===== src/rtl/wdt_pkg.sv =====
package wdt_pkg;

  typedef struct packed {
    logic       enw;
    logic       clr;
    logic       idle_run;
    logic [1:0] rsv;
    logic [2:0] sel;
  } wdt_ctrl_t;

  localparam logic [7:0] CTRL_WMASK = 8'b1110_0111;

  // terminal count of the prescaler for select code s: 2^(s+1) - 1
  function automatic logic [7:0] sel_to_limit(input logic [2:0] s);
    return 8'hFF >> (3'd7 - s);
  endfunction

endpackage


===== src/rtl/wdt_ctrl_regs.sv =====
module wdt_ctrl_regs
  import wdt_pkg::*;
#(
  parameter int ADDR_W = 8,
  parameter logic [ADDR_W-1:0] CTRL_ADDR = 8'h8F
) (
  input  logic              clk,
  input  logic              rst,
  input  logic              wr_en,
  input  logic [ADDR_W-1:0] wr_addr,
  input  logic [7:0]        wr_data,
  input  logic              rd_en,
  input  logic [ADDR_W-1:0] rd_addr,
  output logic [7:0]        rd_data,
  output logic              enw_o,
  output logic              clr_o,
  output logic              idle_run_o,
  output logic [2:0]        sel_o
);

  wdt_ctrl_t ctrl_q;
  logic      wr_hit;
  logic      rd_hit;

  assign wr_hit = wr_en && (wr_addr == CTRL_ADDR);
  assign rd_hit = rd_en && (rd_addr == CTRL_ADDR);

  always_ff @(posedge clk) begin
    if (rst) begin
      ctrl_q <= '0;
    end else if (wr_hit) begin
      ctrl_q <= wdt_ctrl_t'(wr_data & CTRL_WMASK);
    end else if (ctrl_q.clr) begin
      ctrl_q.clr <= 1'b0;
    end
  end

  always_ff @(posedge clk) begin
    if (rst) begin
      rd_data <= '0;
    end else begin
      rd_data <= rd_hit ? 8'(ctrl_q) : 8'h00;
    end
  end

  assign enw_o      = ctrl_q.enw;
  assign clr_o      = ctrl_q.clr;
  assign idle_run_o = ctrl_q.idle_run;
  assign sel_o      = ctrl_q.sel;

endmodule


===== src/rtl/wdt_div.sv =====
module wdt_div #(
  parameter int W = 4
) (
  input  logic         clk,
  input  logic         rst,
  input  logic         clr,
  input  logic         adv,
  input  logic [W-1:0] limit,
  output logic         tick_o
);

  logic [W-1:0] cnt_q;

  assign tick_o = adv && !clr && (cnt_q >= limit);

  always_ff @(posedge clk) begin
    if (rst || clr) begin
      cnt_q <= '0;
    end else if (adv) begin
      cnt_q <= tick_o ? '0 : cnt_q + W'(1);
    end
  end

endmodule


===== src/rtl/wdt_count.sv =====
module wdt_count #(
  parameter int W = 14
) (
  input  logic         clk,
  input  logic         rst,
  input  logic         clr,
  input  logic         adv,
  output logic         ovf_o,
  output logic [W-1:0] cnt_o
);

  logic [W-1:0] cnt_q;

  assign ovf_o = adv && !clr && (&cnt_q);
  assign cnt_o = cnt_q;

  always_ff @(posedge clk) begin
    if (rst || clr) begin
      cnt_q <= '0;
    end else if (adv) begin
      cnt_q <= cnt_q + W'(1);
    end
  end

endmodule


===== src/rtl/wdt_pulse.sv =====
module wdt_pulse #(
  parameter int LEN = 12
) (
  input  logic clk,
  input  logic rst,
  input  logic fire,
  output logic pulse_o
);

  localparam int LW = $clog2(LEN + 1);

  logic [LW-1:0] left_q;

  always_ff @(posedge clk) begin
    if (rst) begin
      pulse_o <= 1'b0;
      left_q  <= '0;
    end else if (fire) begin
      pulse_o <= 1'b1;
      left_q  <= LW'(LEN - 1);
    end else if (left_q != '0) begin
      left_q  <= left_q - LW'(1);
    end else begin
      pulse_o <= 1'b0;
    end
  end

endmodule


===== src/rtl/wdt_supervisor.sv =====
module wdt_supervisor
  import wdt_pkg::*;
#(
  parameter int ADDR_W = 8,
  parameter logic [ADDR_W-1:0] CTRL_ADDR = 8'h8F,
  parameter int MC_DIV  = 12,
  parameter int COUNT_W = 14
) (
  input  logic              clk,
  input  logic              rst,
  input  logic              wr_en,
  input  logic [ADDR_W-1:0] wr_addr,
  input  logic [7:0]        wr_data,
  input  logic              rd_en,
  input  logic [ADDR_W-1:0] rd_addr,
  output logic [7:0]        rd_data,
  input  logic              idle_i,
  output logic              wdt_rst_o
);

  localparam int MC_W = (MC_DIV > 1) ? $clog2(MC_DIV) : 1;
  localparam logic [MC_W-1:0] MC_LIM = MC_W'(MC_DIV - 1);

  logic               enw;
  logic               clr;
  logic               idle_run;
  logic [2:0]         sel;
  logic               run;
  logic               mc_tick;
  logic               pre_tick;
  logic               ovf;
  logic [COUNT_W-1:0] cnt;

  wdt_ctrl_regs #(.ADDR_W(ADDR_W), .CTRL_ADDR(CTRL_ADDR)) u_regs (
    .clk(clk), .rst(rst),
    .wr_en(wr_en), .wr_addr(wr_addr), .wr_data(wr_data),
    .rd_en(rd_en), .rd_addr(rd_addr), .rd_data(rd_data),
    .enw_o(enw), .clr_o(clr), .idle_run_o(idle_run), .sel_o(sel)
  );

  assign run = enw && (!idle_i || idle_run);

  wdt_div #(.W(MC_W)) u_mcdiv (
    .clk(clk), .rst(rst), .clr(clr), .adv(run),
    .limit(MC_LIM), .tick_o(mc_tick)
  );

  wdt_div #(.W(8)) u_presc (
    .clk(clk), .rst(rst), .clr(clr), .adv(mc_tick),
    .limit(sel_to_limit(sel)), .tick_o(pre_tick)
  );

  wdt_count #(.W(COUNT_W)) u_count (
    .clk(clk), .rst(rst), .clr(clr), .adv(pre_tick),
    .ovf_o(ovf), .cnt_o(cnt)
  );

  wdt_pulse #(.LEN(MC_DIV)) u_pulse (
    .clk(clk), .rst(rst), .fire(ovf), .pulse_o(wdt_rst_o)
  );

endmodule


===== config.mk =====
export PLATFORM = sky130hd
export DESIGN_NAME = wdt_supervisor
export DESIGN_NICKNAME = d
export VERILOG_FILES = /design/src/rtl/wdt_pkg.sv /design/src/rtl/wdt_ctrl_regs.sv /design/src/rtl/wdt_div.sv /design/src/rtl/wdt_count.sv /design/src/rtl/wdt_pulse.sv /design/src/rtl/wdt_supervisor.sv
export SDC_FILE = /design/constraint.sdc
export NUM_CORES = 1
export LEC_CHECK = 0
export CORE_MARGIN = 2
export CORE_UTILIZATION = 53
export DETAILED_ROUTE_END_ITERATION = 16
export PLACE_DENSITY_LB_ADDON = 0.3
export SYNTH_ARGS = -nofsm -noshare
export SYNTH_HDL_FRONTEND = slang
export SYNTH_SLANG_ARGS = --single-unit

===== constraint.sdc =====
create_clock -name clk -period 2.91 [get_ports clk]
set_input_delay 0.582 -clock clk [delete_from_list [all_inputs] [get_ports clk]]
set_output_delay 0.582 -clock clk [all_outputs]
set_load 0.05 [all_outputs]

==> results of run 1 <==
[placed cells by master, fill, tap and decap left out, types with 2 or more instances in the layout]
cell	instances
mux2i_1	17
nor2_1	19
nand4_1	5
dfxtp_1	43
a21oi_1	12
a2111oi_4	2
inv_1	2
clkbuf_8	7
a211oi_1	5
nand3_1	15
clkdlybuf4s50_1	33
ha_1	10
nand2b_1	2
xor2_1	6
and3_1	4
and4_1	3
and2_1	7
o21ai_0	10
a2111o_1	2
buf_4	3
nor4b_1	2
conb_1	2
or3_1	10
nand2_1	20
nor3_1	14
o31ai_1	2
[worst max-delay path by stage]
stage / startpoint / end / slack (ns) / cells after the start
after floorplan: u_regs.sel_o[2] / u_presc.cnt_q[0] / 0.69 / 10
after global placement: idle_i / u_pulse.left_q[0] / 0.32 / 6
after detailed placement: idle_i / u_pulse.left_q[1] / 0.28 / 6
after CTS: u_regs.sel_o[2] / u_pulse.left_q[1] / 0.49 / 7
after global routing: u_regs.sel_o[2] / u_pulse.left_q[1] / 0.26 / 8
final: u_regs.sel_o[2] / u_pulse.left_q[1] / 0.52 / 8
[cell type report]
class,count,share of cell area (%)
clock buffers,8,3.74
flip-flops and latches,43,32.1
multi-input cells,188,48.3
repair buffers,36,13.2
well taps,50,2.34
inverters,2,0.280
[state kept, by name, summed over array words and instances, names as in the netlist, 3 cells and up]
name,count
u_count.cnt_o,14
u_presc.cnt_q,8
u_regs.rd_data,6
u_mcdiv.cnt_q,4
u_pulse.left_q,4
u_regs.sel_o,3
[metrics by stage]
step / util [%] / setup WS, ns
6_report: 66.5 / 0.517
5_1_grt: 66.5 / 0.256
4_1_cts: 66.5 / 0.490
3_5_place_dp: 64.0 / 0.285
3_3_place_gp: 64.0 / 0.322
2_1_floorplan: - / 0.686
[worst max-delay path: cells and delay by family (launching register included)]
kind                       cells  cell delay [ns]
buffers and inverters          1             0.24
and+or+nand+nor                3             0.52
AOI/OAI and AO/OA              3             0.71
DFF                            1             0.49
adders and majority gates      1             0.31
[power groups by stage]
stage / Combinational [W] / Clock, W / Sequential (W)
after global routing: 0.0000667 / 0.000449 / 0.000588
after CTS: 0.0000616 / 0.000424 / 0.000588
after floorplan: 0.0000243 / 0 / 0.000602
final: 0.0000612 / 0.000409 / 0.000588
after global placement: 0.0000607 / 0 / 0.000602
after detailed placement: 0.0000615 / 0 / 0.000602
[routing by layer]
layer,part of all wire [%],vias to the layer above
li1,-,951
met1,48,863
met2,47,31
met3,3.4,6
met4,1.0,0
met5,0,-
[cell families (layout without fill, tap and decap cells)]
kind of cell | Yosys count | in the layout
and+or+nand+nor | 112 | 112
muxes | 17 | 17
other | 1 | 2
AOI/OAI and AO/OA | 40 | 40
buffers and inverters | 15 | 46
xor gates and xnor gates | 7 | 7
DFF | 43 | 43
adders and majority gates | 10 | 10
==> results.md, run 1 <==
* Die area at 0.00475 sq mm
* Worst path max stage delay at 0.49 ns
* Logic pwr share at 5.8%
* Syn. warnings at 0
* Unrepaired setup endpoints after global routing: false
* Slew @ Worst Pin at 0.762 ns
* Post-synthesis register bit count at between 40 and 50
* Reg2Reg Launch Point: u_regs.sel_o[2]
* Top-count cell post-synth: dfxtp_1
* Starting density of the core at 55.4%
* Crit. End Element: flip-flop
* Via density at 5.66
* Seq/Total Area, Yosys at 38.6%
* Final non-filler cell total at 327
* Max Slew Vio Count at 0
* CTS tree: done
* Drt pass-1 iters at 4
* Clock tree sinks at 43
* Hold WS at 0.474 ns
* Synth Area in Compound Gates at 13.3%
* Rel. slew slack at 49.0%
* Final GP Congestion at 0.823
* Simple-Gate Fraction of Synth Area at 28.4%
* Worst Path Arrival at 2.56 ns
* Fmax at approximately 420 MHz
* Placed Cells at 319
* Synth Area in Adders at 5.61%
* Critical Path Source Type: flip-flop
* CTS max path bufs at 2
* Total grt overflow at 0
* Post-Syn Area at around 0.0022 sq mm
* Final setup viols at 0
* Clock network fraction of design power at 38.7%
* Layout cells sized above 1 at 6.50%
* Core area at 0.00403 sq mm
* Tcrit/Tclk final at 82.2%
* Worst path cell trace: nand3_1, ha_1, and3_1, a221oi_1, nand2b_1, buf_4, a2111o_1, o21ai_0
* Post_cts resized at 0
* DR DRC count at 0
* Post-route ant nets at 0
* Power Density at 395 mW/mm^2
* Area leader, netlist: dfxtp_1
* Max cap viols at 0
* Hold Path End: u_count.cnt_o[8]
* Avg Cell Area, Syn at 9.11 sq um
* Worst VDD drop at 306 uV
* Vias in the first global route at roughly 1700
* DP Wirelength at 3.23 mm
* Die H at 68.9 um
* Area occupied by registers at 861 sq um
* IO buf count at 33
* CTS hold repair buffers at 0
* Register-to-Register Setup Slack at 0.52 ns
* Post-synthesis xor/xnor area fraction at 2.75%
* Syn-to-layout area delta at 20.0%
* Placed Area at 0.00258 sq mm
* P_int at around 0.00084 W
* Worst-path fanout max at 16
* Post-synthesis cell type count at 46
* Status: completed
* Sequential power share at 55.5%
* Top cells by count, synth: dfxtp_1, nand2_1, nor2_1
* Worst Skew at between 0.005 and 0.006 ns
* Post-synthesis mux area share at 7.62%
* Net Switching at 0.000217 W
* Design Area, Final at 0.00268 sq mm
* # fillers at between 300 and 400
* Area share of the largest cell type after synthesis at between 30% and 40%
* H-tree Lvls at 2
* Setup repair bufs after CTS at 0
* Ant diodes at 0
* Leak pwr at 0.927 nW
* Worst reg2reg path depth at 8
* CTS buffer count at 5
* Initial antenna violation count at 0
* GRT met1 Usage at 27.1%
* Global-route wire length before repair at 7.51 mm
* Post-synth EDFFs at 0
* R2R Path End: u_pulse.left_q[1]
* Multi-input combinational cell area at approximately 0.0013 sq mm
* Met3 GRT Util at 4.55%
* Main area contributors after synthesis: dfxtp_1, mux2i_1, ha_1, nand2_1, nand3_1
* Primary FF master, synth: dfxtp_1
* Chip width at 68.9 um
* Hold crit path type: reg2reg
* DRT Wirelength at between 4 and 5 mm
* Wire per inst at between 10 and 15 um
* Clock Pin Slew Worst Setup and Hold Paths at 0.08 ns
* Via Count at 1851
* Syn Inst Count at 245
* Total GRT Usage at 21.1%
* M2 GR Usage at 35.3%
* Total power at 0.00106 W
* Worst-Skew Late Latency at a little under 0.3 ns
* Critical path class: reg2reg
* WHS Path Cells at 2
* Rows at 23
* Sum Neg Setup Slack at 0 ns
* 1st-iter DRT viols at 69
* Ys async rst share at 0%
* Final hold violations at 0
* Critical path's slowest cell: dfxtp_1
* CTS root buf: clkbuf_8
* Hold Path Origin: u_count.cnt_o[8]
* Final #Nets at 315
* Minimum clock period at 2.39 ns
* IO Pins at 38
* Maximum number of pins on one net before global-route repair at 19
* Largest family of logic cells by synthesized area: simple AND/OR/NAND/NOR gates
* Switch share at 20.5%
* Critical path required time at 3.08 ns
* GRT busiest layer: met2
Power figures use the tool's default switching activity.
==> run 2: changes to the inputs <==
==> constraint.sdc (replaced) <==
create_clock -name clk -period 2.5 [get_ports clk]
set_input_delay 0.5 -clock clk [delete_from_list [all_inputs] [get_ports clk]]
set_output_delay 0.5 -clock clk [all_outputs]
set_load 0.05 [all_outputs]
==> results.md, run 2 (same netlist as run 1, synthesis figures left out) <==
* # fillers at 358
* Most frequent cells in the layout: dfxtp_1, clkdlybuf4s50_1, nand2_1, nor2_1, mux2i_1
* Rel. slew slack at 66.4%
* Critical path class: in2reg
* Chip width at about 70 um
* Worst Path Arrival at 2.51 ns
* Worst-Skew Late Latency at 0.30 ns
* Leak pwr at 0.984 nW
* Unrepaired setup endpoints after global routing: false
* Minimum clock period at 2.28 ns
* Layout cells sized above 1 at between 10% and 20%
* Critical Path Source Type: input pin
* Max FFs per register at 14
* Final hold violations at 0
* Die area at 0.00475 sq mm
* DP Wirelength at 3.35 mm
* Most common cell after layout, fill and taps aside: dfxtp_1
* Crit. End Element: flip-flop
* Crit. Startpoint: idle_i
* Worst VDD drop at around 300 uV
* 1st-iter DRT viols at 131
* Hold crit path type: reg2reg
* CTS tree: done
* GRT met1 Usage at 27.3%
* Final non-filler cell total at 335
* Global-route wire length before repair at approximately 8 mm
* Drt pass-1 iters at 4
* Max cap viols at 0
* M2 GR Usage at 38.5%
* Slew @ Worst Pin at 0.502 ns
* CTS hold repair buffers at 0
* Syn-to-layout area delta at 24.2%
* Reg2Reg Launch Point: u_regs.sel_o[2]
* CTS root buf: clkbuf_8
* Placed Cells at 327
* R2R Path End: u_presc.cnt_q[1]
* Worst-path fanout max at 17
* Clock Pin Slew Worst Setup and Hold Paths at ~0.090 ns
* Critical path required time at 2.73 ns
* Starting density of the core at between 50% and 60%
* Total GRT Usage at 22.5%
* Met3 GRT Util at 5.36%
* GRT busiest layer: met2
* DR DRC count at 0
* Max Slew Vio Count at 0
* Ant diodes at 0
* Final setup viols at 0
* Setup crit end: u_count.cnt_o[13]
* Via Count at 1908
* Vias in the first global route at roughly 1800
* Tcrit/Tclk final at a little over 90%
* Core area at between 0.004 and 0.005 sq mm
* Die H at approximately 69 um
* Hold WS at 0.471 ns
* Maximum number of pins on one net before global-route repair at 19
* CTS max path bufs at 2
* IO buf count at 33
* Final GP Congestion at 0.775
* Power Density at 471 mW/mm^2
* Wire per inst at 14.2 um
* Post-route ant nets at 0
* Via density at 5.70
* Total grt overflow at 0
* Clock tree sinks at 43
* H-tree Lvls at 2
* Worst reg2reg path depth at 8
* Initial antenna violation count at 0
* Status: completed
* Register-to-Register Setup Slack at 0.23 ns
* DRT Wirelength at between 4 and 5 mm
* Fmax at ~440 MHz
* Rows at 23
* Worst Skew at 0.00986 ns
* CTS buffer count at 5
* IO Pins at 38
* Final #Nets at 323
-- run 2: stage by stage --
stage | setup WS [ns] | setup TNS, ns | power (W) | utilization, % | area [sq um]
after floorplan | 0.276 | 0 | 0.000729 | - | 2240
after detailed placement | -0.0666 | -0.249 | 0.000775 | 65.8 | 2650
after global routing | 0.00992 | 0 | 0.00135 | 68.8 | 2770
final | 0.222 | 0 | 0.00131 | 68.8 | 2770
after global placement | -0.0316 | -0.0812 | 0.000774 | 65.8 | 2650
after CTS | 0.00628 | 0 | 0.00132 | 68.6 | 2760
-- run 2: where the power goes --
part	switching [W]	leakage, nW	internal (W)	total [W]
combinational	0.0000295	0.579	0.0000456	0.0000751
clock	0.000249	0.0581	0.000298	0.000546
sequential	0.000000157	0.347	0.000684	0.000684
total	0.000279	0.984	0.00103	0.00131
-- run 2: worst max-delay path, cell delays in order --
cell,delay (ns)
clkdlybuf4s50_1,0.40
nor2b_1,0.16
nor4b_4,0.40
buf_4,0.19
nand2b_1,0.09
buf_12,0.16
a2111oi_4,0.36
mux2i_1,0.24
-- run 2: worst min-delay path by stage --
| stage | end | slack [ns] | start | depth (start not counted) |
|---|---|---|---|---|
| after floorplan | u_count.cnt_o[8] | 0.44 | u_count.cnt_o[8] | 2 |
| after global placement | u_count.cnt_o[8] | 0.45 | u_count.cnt_o[8] | 2 |
| after detailed placement | u_count.cnt_o[8] | 0.46 | u_count.cnt_o[8] | 2 |
| after CTS | u_count.cnt_o[8] | 0.48 | u_count.cnt_o[8] | 2 |
| after global routing | u_count.cnt_o[8] | 0.50 | u_count.cnt_o[8] | 2 |
| final | u_count.cnt_o[8] | 0.47 | u_count.cnt_o[8] | 2 |
-- run 2: area by class of cell --
type / instances / area, sq um / area share (%)
clock buffer: 5 / 68.8 / 2.48
clock inverter: 3 / 43.8 / 1.58
inverter: 2 / 7.51 / 0.271
multi-input combinational: 188 / 1300 / 46.9
sequential: 43 / 863 / 31.2
tap: 50 / 62.6 / 2.26
timing repair buffer: 44 / 425 / 15.3
-- run 2: per-layer routing --
layer	share of wire, %	vias to the layer above	wire length (um)
met4	1.4	0	69
met5	0	-	0
li1	-	966	-
met1	45	885	2160
met3	4.6	6	220
met2	49	51	2310
-- run 2: repair_timing --
item,4_1_cts,5_1_grt
setup endpoints to repair,0,26
gates resized for setup,0,3
buffers inserted,0,0
==> run 3: changes to the inputs <==
--- a/config.mk
+++ b/config.mk
@@ -9,6 +9,7 @@
 export CORE_UTILIZATION = 53
 export DETAILED_ROUTE_END_ITERATION = 16
 export PLACE_DENSITY_LB_ADDON = 0.3
+export REMOVE_ABC_BUFFERS = 1
 export SYNTH_ARGS = -nofsm -noshare
 export SYNTH_HDL_FRONTEND = slang
 export SYNTH_SLANG_ARGS = --single-unit
==> results.md, run 3 (same netlist as run 1, synthesis figures left out) <==
* Vias in the first global route at 1678
* Final GP Congestion at 0.731
* Status: completed
* Max cap viols at 0
* Switch share at 19.7%
* Rows at 23
* Chip width at ~69 um
* Slew @ Worst Pin at 0.729 ns
* Design Area, Final at 0.00273 sq mm
* Post_cts resized at 0
* Via density at 5.61
* Critical path required time at 2.72 ns
* DR DRC count at 0
* Ant diodes at 0
* Maximum number of pins on one net before global-route repair at 19
* Worst VDD drop at between 300 and 400 uV
* Global-route wire length before repair at 7.52 mm
* CTS max path bufs at 2
* Hold Path Origin: u_pulse.pulse_o
* Critical path class: reg2reg
* Worst path cell trace: nand3_1, ha_1, and3_1, a221oi_2, nand2b_1, buf_12, nand2_1, nor3_1
* Setup repair bufs after CTS at 0
* Critical path's slowest cell: dfxtp_1
* P_int at 0.00105 W
* Final hold violations at 0
* Delay-heaviest family, CP: simple AND/OR/NAND/NOR gates
* Sequential power share at a little over half
* Power Density at roughly 480 mW/mm^2
* CTS hold repair buffers at 0
* CTS root buf: clkbuf_8
* Die area at 0.00475 sq mm
* Logic pwr share at under 10%
* Leak pwr at 0.957 nW
* Most common cell after layout, fill and taps aside: dfxtp_1
* Worst Path Arrival at between 2 and 3 ns
* Crit. Startpoint: u_regs.sel_o[0]
* Placed Area at 0.00261 sq mm
* Die H at 68.9 um
* IO Pins at 38
* Via Count at 1845
* Buffers & Inverters on Critical Path at 1
* 1st-iter DRT viols at between 50 and 60
* Minimum clock period at 2.29 ns
* Max Slew Vio Count at 0
* Initial antenna violation count at 0
* Total grt overflow at 0
* Most frequent cells in the layout: dfxtp_1, clkdlybuf4s50_1, nand2_1, nor2_1, mux2i_1
* Tcrit/Tclk final at between 90% and 100%
* DRT Wirelength at 4.51 mm
* Worst Skew at ~0.0084 ns
* Critical Path Source Type: flip-flop
* IO buf count at 33
* Syn-to-layout area delta at 22.4%
* Worst-Skew Late Latency at 0.30 ns
* Starting density of the core at between 50% and 60%
* Final setup viols at 0
* Hold WS at roughly 0.47 ns
* Worst-path fanout max at 17
* Total GRT Usage at 21.3%
* CTS tree: done
* CTS buffer count at 5
* Clock network fraction of design power at 42.2%
* Wire per inst at 13.7 um
* H-tree Lvls at 2
* Rel. slew slack at 51.3%
* Final #Nets at 317
* Fmax at 437 MHz
* Worst path max stage delay at 0.40 ns
* Layout cells sized above 1 at around 8.6%
* Drt pass-1 iters at 4
* Post-route ant nets at 0
* Reg2Reg Launch Point: u_regs.sel_o[0]
* Net Switching at approximately 0.00026 W
* Unrepaired setup endpoints after global routing: false
* DP Wirelength at 3.32 mm
* Core area at 0.00403 sq mm
* Clock Pin Slew Worst Setup and Hold Paths at 0.08 ns
* Crit. End Element: flip-flop
* Max FFs per register at 14
* Clock tree sinks at 43
* Hold crit path type: reg2reg
[run 3: cell types whose count changed in the layout (fill, tap and decap cells not counted)]
cell	previous run	this run
buf_4	10	4
clkbuf_8	5	6
clkinv_4	1	0
o21ai_0	10	9
o21ai_1	0	1
[run 3: per-layer routing]
layer | GRT usage, % | share of wire [%]
met2 | 37.4 | 50
met4 | 8.09 | 1.6
met3 | 5.36 | 2.4
met5 | 0 | 0
met1 | 24.9 | 46
[run 3: area by class of cell]
cell class	instances	area [sq um]
flip-flops and latches	43	863
clock buffers	6	82.6
well taps	50	62.6
fillers	360	1300
repair buffers	38	380
clock inverters	2	35.0
multi-input cells	188	1300
inverters	2	7.51
[run 3: final timing paths]
path | slack (ns) | depth (start not counted) | end
min reg2reg | 0.47 | 2 | u_pulse.pulse_o
min | 0.47 | 2 | u_pulse.pulse_o
max reg2reg | 0.21 | 8 | u_presc.cnt_q[3]
max | 0.21 | 8 | u_presc.cnt_q[3]
[run 3: worst min-delay path, delay by kind of cell (launching register included)]
| family | cells | cell delay, ns |
|---|---|---|
| DFF | 1 | 0.32 |
| AOI/OAI and AO/OA | 2 | 0.11 |
[run 3: metrics by stage]
stage                     util, %  setup TNS (ns)  power, W  instances  setup WS [ns]
after floorplan                 -               0  0.000722        233         0.0593
after global placement       64.7         -0.0941  0.000772        321        -0.0256
after detailed placement     64.7          -0.219  0.000773        321        -0.0436
after CTS                    67.6               0   0.00133        329         0.0660
after global routing         67.8               0   0.00135        329         0.0304
final                        67.8               0   0.00131        329          0.212
[run 3: power by group through the flow]
stage / Sequential, W / Combinational, W / Clock, W
6_report: 0.000684 / 0.0000724 / 0.000552
4_1_cts: 0.000684 / 0.0000728 / 0.000572
5_1_grt: 0.000684 / 0.0000781 / 0.000591
3_3_place_gp: 0.000701 / 0.0000710 / 0
3_5_place_dp: 0.000701 / 0.0000726 / 0
2_1_floorplan: 0.000701 / 0.0000214 / 0
